### config.mk
export PLATFORM = sky130hd
export DESIGN_NAME = bus_cond_sequencer
export DESIGN_NICKNAME = d
export VERILOG_FILES = /design/src/rtl/bus_cond_pkg.sv /design/src/rtl/cond_cfg_reg.sv /design/src/rtl/cond_seq_fsm.sv /design/src/rtl/bus_cond_sequencer.sv
export SDC_FILE = /design/constraint.sdc
export NUM_CORES = 1
export LEC_CHECK = 0
export BUFFER_PORTS_ARGS = -buffer_cell sky130_fd_sc_hd__buf_2
export CAP_MARGIN = 20
export CORE_MARGIN = 4
export CORE_UTILIZATION = 48
export CTS_CLUSTER_SIZE = 25
export DETAILED_ROUTE_END_ITERATION = 7
export PLACE_DENSITY_LB_ADDON = 0.08
export SYNTH_ARGS = -nofsm -noshare
export SYNTH_HDL_FRONTEND = slang
export SYNTH_SLANG_ARGS = --single-unit
### constraint.sdc
create_clock -name clk_i -period 2.9 [get_ports clk_i]
set_input_delay 0.58 -clock clk_i [delete_from_list [all_inputs] [get_ports clk_i]]
set_output_delay 0.58 -clock clk_i [all_outputs]
set_load 0.02 [all_outputs]
### src/rtl/bus_cond_pkg.sv
package bus_cond_pkg;
  localparam int REG_W   = 8;
  localparam int B_EN    = 7;
  localparam int B_STA   = 6;
  localparam int B_STO   = 5;
  localparam int B_TMR   = 4;
  localparam int B_TXI   = 3;
  localparam int B_NAK   = 2;
  localparam int B_FLUSH = 1;
  localparam int B_FILT  = 0;

  typedef enum logic [1:0] {SQ_IDLE, SQ_START, SQ_STOP} sq_state_e;
endpackage

### src/rtl/cond_cfg_reg.sv
module cond_cfg_reg
  import bus_cond_pkg::*;
#(
  parameter int W = REG_W
) (
  input  logic         clk_i,
  input  logic         rst_ni,
  input  logic         wr_en_i,
  input  logic [W-1:0] wr_data_i,
  input  logic         clr_sta_i,
  input  logic         clr_sto_i,
  output logic [W-1:0] reg_o,
  output logic         flush_o
);
  logic en_q, sta_q, sto_q, nak_q, tmr_q, txi_q, filt_q;
  logic en_d, sta_set, sto_set, nak_set;

  assign en_d    = wr_en_i ? wr_data_i[B_EN] : en_q;
  // sticky bits settable only when already enabled
  assign sta_set = wr_en_i & wr_data_i[B_STA] & en_q;
  assign sto_set = wr_en_i & wr_data_i[B_STO] & en_q;
  assign nak_set = wr_en_i & wr_data_i[B_NAK] & en_q;

  always_ff @(posedge clk_i or negedge rst_ni) begin
    if (!rst_ni) begin
      en_q    <= 1'b0;
      sta_q   <= 1'b0;
      sto_q   <= 1'b0;
      nak_q   <= 1'b0;
      tmr_q   <= 1'b0;
      txi_q   <= 1'b0;
      filt_q  <= 1'b0;
      flush_o <= 1'b0;
    end else begin
      en_q    <= en_d;
      sta_q   <= en_d & ((sta_q & ~clr_sta_i) | sta_set);
      sto_q   <= en_d & ((sto_q & ~clr_sto_i) | sto_set);
      nak_q   <= en_d & (nak_q | nak_set);
      flush_o <= wr_en_i & wr_data_i[B_FLUSH];
      if (wr_en_i) begin
        tmr_q  <= wr_data_i[B_TMR];
        txi_q  <= wr_data_i[B_TXI];
        filt_q <= wr_data_i[B_FILT];
      end
    end
  end

  always_comb begin
    reg_o          = '0;
    reg_o[B_EN]    = en_q;
    reg_o[B_STA]   = sta_q;
    reg_o[B_STO]   = sto_q;
    reg_o[B_TMR]   = tmr_q;
    reg_o[B_TXI]   = txi_q;
    reg_o[B_NAK]   = nak_q;
    reg_o[B_FILT]  = filt_q;
  end
endmodule

### src/rtl/cond_seq_fsm.sv
module cond_seq_fsm
  import bus_cond_pkg::*;
(
  input  logic clk_i,
  input  logic rst_ni,
  input  logic en_i,
  input  logic sta_i,
  input  logic sto_i,
  input  logic data_avail_i,
  input  logic xfer_busy_i,
  input  logic byte_ack_done_i,
  input  logic byte_rx_done_i,
  input  logic slave_busy_i,
  input  logic cond_done_i,
  input  logic arb_clr_i,
  output logic gen_start_o,
  output logic gen_stop_o,
  output logic clr_sta_o,
  output logic clr_sto_o,
  output logic arb_lost_o
);
  sq_state_e state_q, state_d;
  logic byte_seen_q;
  logic idle, cancel_sta, cancel_sto;

  assign idle       = (state_q == SQ_IDLE) & en_i;
  assign cancel_sta = idle & sta_i & slave_busy_i;
  assign cancel_sto = idle & sto_i & slave_busy_i;

  assign gen_stop_o  = idle & sto_i & ~slave_busy_i & ~xfer_busy_i & byte_seen_q;
  // stop takes precedence over start
  assign gen_start_o = idle & sta_i & ~sto_i & ~slave_busy_i & ~xfer_busy_i & data_avail_i;

  assign clr_sta_o = cancel_sta | ((state_q == SQ_START) & cond_done_i);
  assign clr_sto_o = cancel_sto | ((state_q == SQ_STOP) & cond_done_i);

  always_comb begin
    state_d = state_q;
    if (!en_i) state_d = SQ_IDLE;
    else begin
      unique case (state_q)
        SQ_IDLE:  if (gen_stop_o) state_d = SQ_STOP;
                  else if (gen_start_o) state_d = SQ_START;
        SQ_START: if (cond_done_i) state_d = SQ_IDLE;
        SQ_STOP:  if (cond_done_i) state_d = SQ_IDLE;
        default:  state_d = SQ_IDLE;
      endcase
    end
  end

  always_ff @(posedge clk_i or negedge rst_ni) begin
    if (!rst_ni) begin
      state_q     <= SQ_IDLE;
      byte_seen_q <= 1'b0;
      arb_lost_o  <= 1'b0;
    end else begin
      state_q <= state_d;
      if (!en_i || gen_start_o || gen_stop_o) byte_seen_q <= 1'b0;
      else if (byte_ack_done_i || byte_rx_done_i) byte_seen_q <= 1'b1;
      if (cancel_sta) arb_lost_o <= 1'b1;
      else if (arb_clr_i) arb_lost_o <= 1'b0;
    end
  end
endmodule

### src/rtl/bus_cond_sequencer.sv
module bus_cond_sequencer
  import bus_cond_pkg::*;
(
  input  logic             clk_i,
  input  logic             rst_ni,
  input  logic             wr_en_i,
  input  logic [REG_W-1:0] wr_data_i,
  output logic [REG_W-1:0] rd_data_o,
  input  logic             arb_clr_i,
  input  logic             data_avail_i,
  input  logic             xfer_busy_i,
  input  logic             byte_ack_done_i,
  input  logic             byte_rx_done_i,
  input  logic             slave_busy_i,
  input  logic             cond_done_i,
  output logic             gen_start_o,
  output logic             gen_stop_o,
  output logic             flush_o,
  output logic             arb_lost_o
);
  logic clr_sta, clr_sto;

  cond_cfg_reg #(.W(REG_W)) u_reg (
    .clk_i     (clk_i),
    .rst_ni    (rst_ni),
    .wr_en_i   (wr_en_i),
    .wr_data_i (wr_data_i),
    .clr_sta_i (clr_sta),
    .clr_sto_i (clr_sto),
    .reg_o     (rd_data_o),
    .flush_o   (flush_o)
  );

  cond_seq_fsm u_seq (
    .clk_i           (clk_i),
    .rst_ni          (rst_ni),
    .en_i            (rd_data_o[B_EN]),
    .sta_i           (rd_data_o[B_STA]),
    .sto_i           (rd_data_o[B_STO]),
    .data_avail_i    (data_avail_i),
    .xfer_busy_i     (xfer_busy_i),
    .byte_ack_done_i (byte_ack_done_i),
    .byte_rx_done_i  (byte_rx_done_i),
    .slave_busy_i    (slave_busy_i),
    .cond_done_i     (cond_done_i),
    .arb_clr_i       (arb_clr_i),
    .gen_start_o     (gen_start_o),
    .gen_stop_o      (gen_stop_o),
    .clr_sta_o       (clr_sta),
    .clr_sto_o       (clr_sto),
    .arb_lost_o      (arb_lost_o)
  );
endmodule

==> summary.md <==
| Metric | Value |
|---|---|
| Run status | finished, final reports clean |
| EDFF count, synth | 0 |
| Placed insts | 101 |
| Total GRT Usage | 0.157 |
| Post CTS Setup Buffer Count | 0 |
| PwrDens | 448 mW/mm^2 |
| Post-route ant nets | 0 |
| Critical Path RT | 2.32 ns |
| Initial antenna violation count | 0 |
| R2R setup slack | 1.49 ns |
| TritonCTS Buffers | 3 |
| Crit. End Element | output port |
| Synth area leaders | dfrtp_1, buf_4, ha_1 |
| Synth Flop Type | dfrtp_1 |
| Class of the worst hold path | primary input to asynchronous set/reset pin |
| Arr. time, crit path | 1.53 ns |
| Slew Limit Fails | 0 |
| Worst setup SP type | register |
| Share of flip-flops with an asynchronous set or reset | 1.00 |
| Clock Latency Late Sink | 0.27 ns |
| Largest net degree at the start of global routing | 13 |
| Post-DP HPWL | 1080 um |
| DP Worst Slack | 0.992 ns |
| Initial Utilization | 0.520 |
| Top-area cell type share of the netlist area | 0.438 |
| Routed vias/inst | 5.37 |
| Die Y | 45.8 um |
| Core area | 0.00132 mm^2 |
| DIE AREA | 0.00210 mm^2 |
| Initial DRC count | 3 |
| Layout area overhead | 16.2% |
| Die W | 45.8 um |
| Register area | 300 um^2 |
| Post-Syn Area | 686 um^2 |
| Share of layout cells above drive strength 1 | 0.393 |
| Nets | 112 |
| Routed WL per cell | 13.3 um |
| RD Place Congestion | 0.780 |
| CTS tree | yes |
| Via count | 558 |
| Clock Tree Buf Depth | 2 |
| DRC viols | 0 |
| Leakage | 0.415 nW |
| Syn nets | 89 |
| Post-synth cell types | 26 |
| CP max stage cell | dfrtp_1 |
| Total grt overflow | 0 |
| Buffers on Ports | 28 |
| CP Class | register to output port |
| Syn Area/Cell | 10.1 um^2 |
| Post-synthesis sequential area ratio | 0.438 |
| H-Tree Depth | 1 |
| Area taken by multi-input logic gates | 293 um^2 |
| Worst Clk Skew | 0.00547 ns |
| Io pins | 30 |
| Post-CTS Hold Buffers | 0 |
| Synth Instances | 68 |
| Clock-pin slew on the worst setup and hold paths | 0.07 ns |
| Fill count | 126 |
| # resized after CTS | 0 |
| VDD IR max | 0.401 mV |
| Cell Count, Final, Fillers Out | 104 |
| Maximum clock rate | 0.475 GHz |
| Synth area leader | dfrtp_1 |
| Crit share post-route | 0.726 |
| ANT cells | 0 |
| Buffers & Inverters on Critical Path | 2 |
| First-pass DRT Iterations | 3 |
| Max stage delay on crit path | 0.41 ns |
| Row count | 13 |
| Fin Setup TNS | 0 ns |
| Yosys warnings | 0 |
| Root Driver | clkbuf_4 |
| Critical-path maximum fanout | 7 |
| First-pass GRT wire length | 2300 um |
| Top cell family by delay on the critical path | flip-flops |
| Vias in the first global route | 520 |
| PnR worst setup slack | 0.794 ns |
| # clock sinks | 12 |
| Final hold viol count | 0 |
| CP cell instances | inv_1, ha_1, nand2_1, nor4_1, buf_2 |
| RSZ-0062 raised after global routing | no |
| Final Critical Period | 2.11 ns |
| MaxCap Viol Count | 0 |
| Post-Route WL | 1380 um |
| FF+latch count, synth | 12 |
| Final setup fails | 0 |
cells by family after synthesis:
logic type               after synthesis  synth area share
flip-flops                            12             0.438
buffers and inverters                 16             0.135
AND/OR/NAND/NOR                       21             0.195
AO/OA/AOI/OAI                         11             0.108
other                                  1           0.00547
multiplexers                           4            0.0639
adder cells (fa/ha/maj)                3            0.0548
worst register-to-register path: stages, from the launching register on:
cell and delay [ns]:
dfrtp_1 0.39, inv_1 0.08, ha_1 0.28, and2b_1 0.20, nor4_1 0.19, o221a_1 0.21
worst paths after layout:
| check | to | cells after the start | startpoint |
|---|---|---|---|
| max reg2reg | u_seq.state_q[0] | 5 | u_seq.state_q[0] |
| min in group clk_i | u_seq.arb_lost_o | 2 | arb_clr_i |
| max | gen_start_o | 5 | u_seq.state_q[0] |
| min reg2reg | u_reg.tmr_q | 1 | u_reg.tmr_q |
| min | u_reg.flush_o | 1 | rst_ni |
| max in group asynchronous | u_seq.state_q[1] | 1 | rst_ni |
metrics by stage:
step | instance area [um^2] | total power (W) | utilization | hold slack (ns)
2_1_floorplan | 686 | 0.000243 | - | 0.284
3_3_place_gp | 774 | 0.000260 | 0.588 | 0.476
3_5_place_dp | 774 | 0.000261 | 0.588 | 0.475
4_1_cts | 797 | 0.000362 | 0.605 | 0.177
5_1_grt | 797 | 0.000379 | 0.605 | 0.170
6_report | 797 | 0.000357 | 0.605 | 0.177
registers in the layout, indices dropped and copies added, names as in the netlist:
signal             cells
u_reg.sta_q            1
u_reg.en_q             1
u_seq.byte_seen_q      1
u_seq.arb_lost_o       1
u_reg.flush_o          1
u_reg.nak_q            1
u_reg.sto_q            1
u_seq.state_q          2
u_reg.txi_q            1
u_reg.filt_q           1
u_reg.tmr_q            1
layout by cell type (no fill, tap or decap):
cell type	netlist	layout
o31ai_1	1	1
mux2i_1	1	1
nand3b_4	1	1
a31oi_1	2	2
buf_2	2	28
clkbuf_4	0	3
nand3b_1	1	1
a211oi_1	1	1
nand3_1	6	6
a21oi_1	3	3
o221a_1	1	1
and4bb_1	1	1
nor2b_1	2	2
dfrtp_1	12	12
conb_1	1	1
o21ai_0	1	1
nand2_1	5	5
o311ai_0	1	1
and2b_1	1	1
inv_1	6	6
and2_1	1	1
ha_1	3	3
and3_1	1	1
nor4_1	2	2
mux2_2	3	3
o22ai_1	1	1
metal layers:
metal,vias to the layer above,routed length [um],track usage
li1,275,-,-
met1,264,589,0.192
met2,19,664,0.251
met3,0,126,0.0751
met4,0,0,0.0341
met5,-,0,0
cell usage after synthesis, drive strengths merged (2+ instances only):
master,number
a21oi,3
a31oi,2
buf,10
dfrtp,12
ha,3
inv,6
mux2,3
nand2,5
nand3,6
nand3b,2
nor2b,2
nor4,2
area by class of cell:
class	instances	share of cell area
Sequential cell	12	0.377
Multi-Input combinational cell	40	0.367
Timing Repair Buffer	28	0.176
Inverter	6	0.0283
Clock buffer	3	0.0283
Tap cell	15	0.0235
power breakdown:
part / internal [W] / switching [W]
logic: 0.0000284 / 0.0000386
clock network: 0.0000480 / 0.0000514
registers: 0.000179 / 0.0000113
total: 0.000255 / 0.000101
Note: power is estimated with default switching activity, not from simulation.
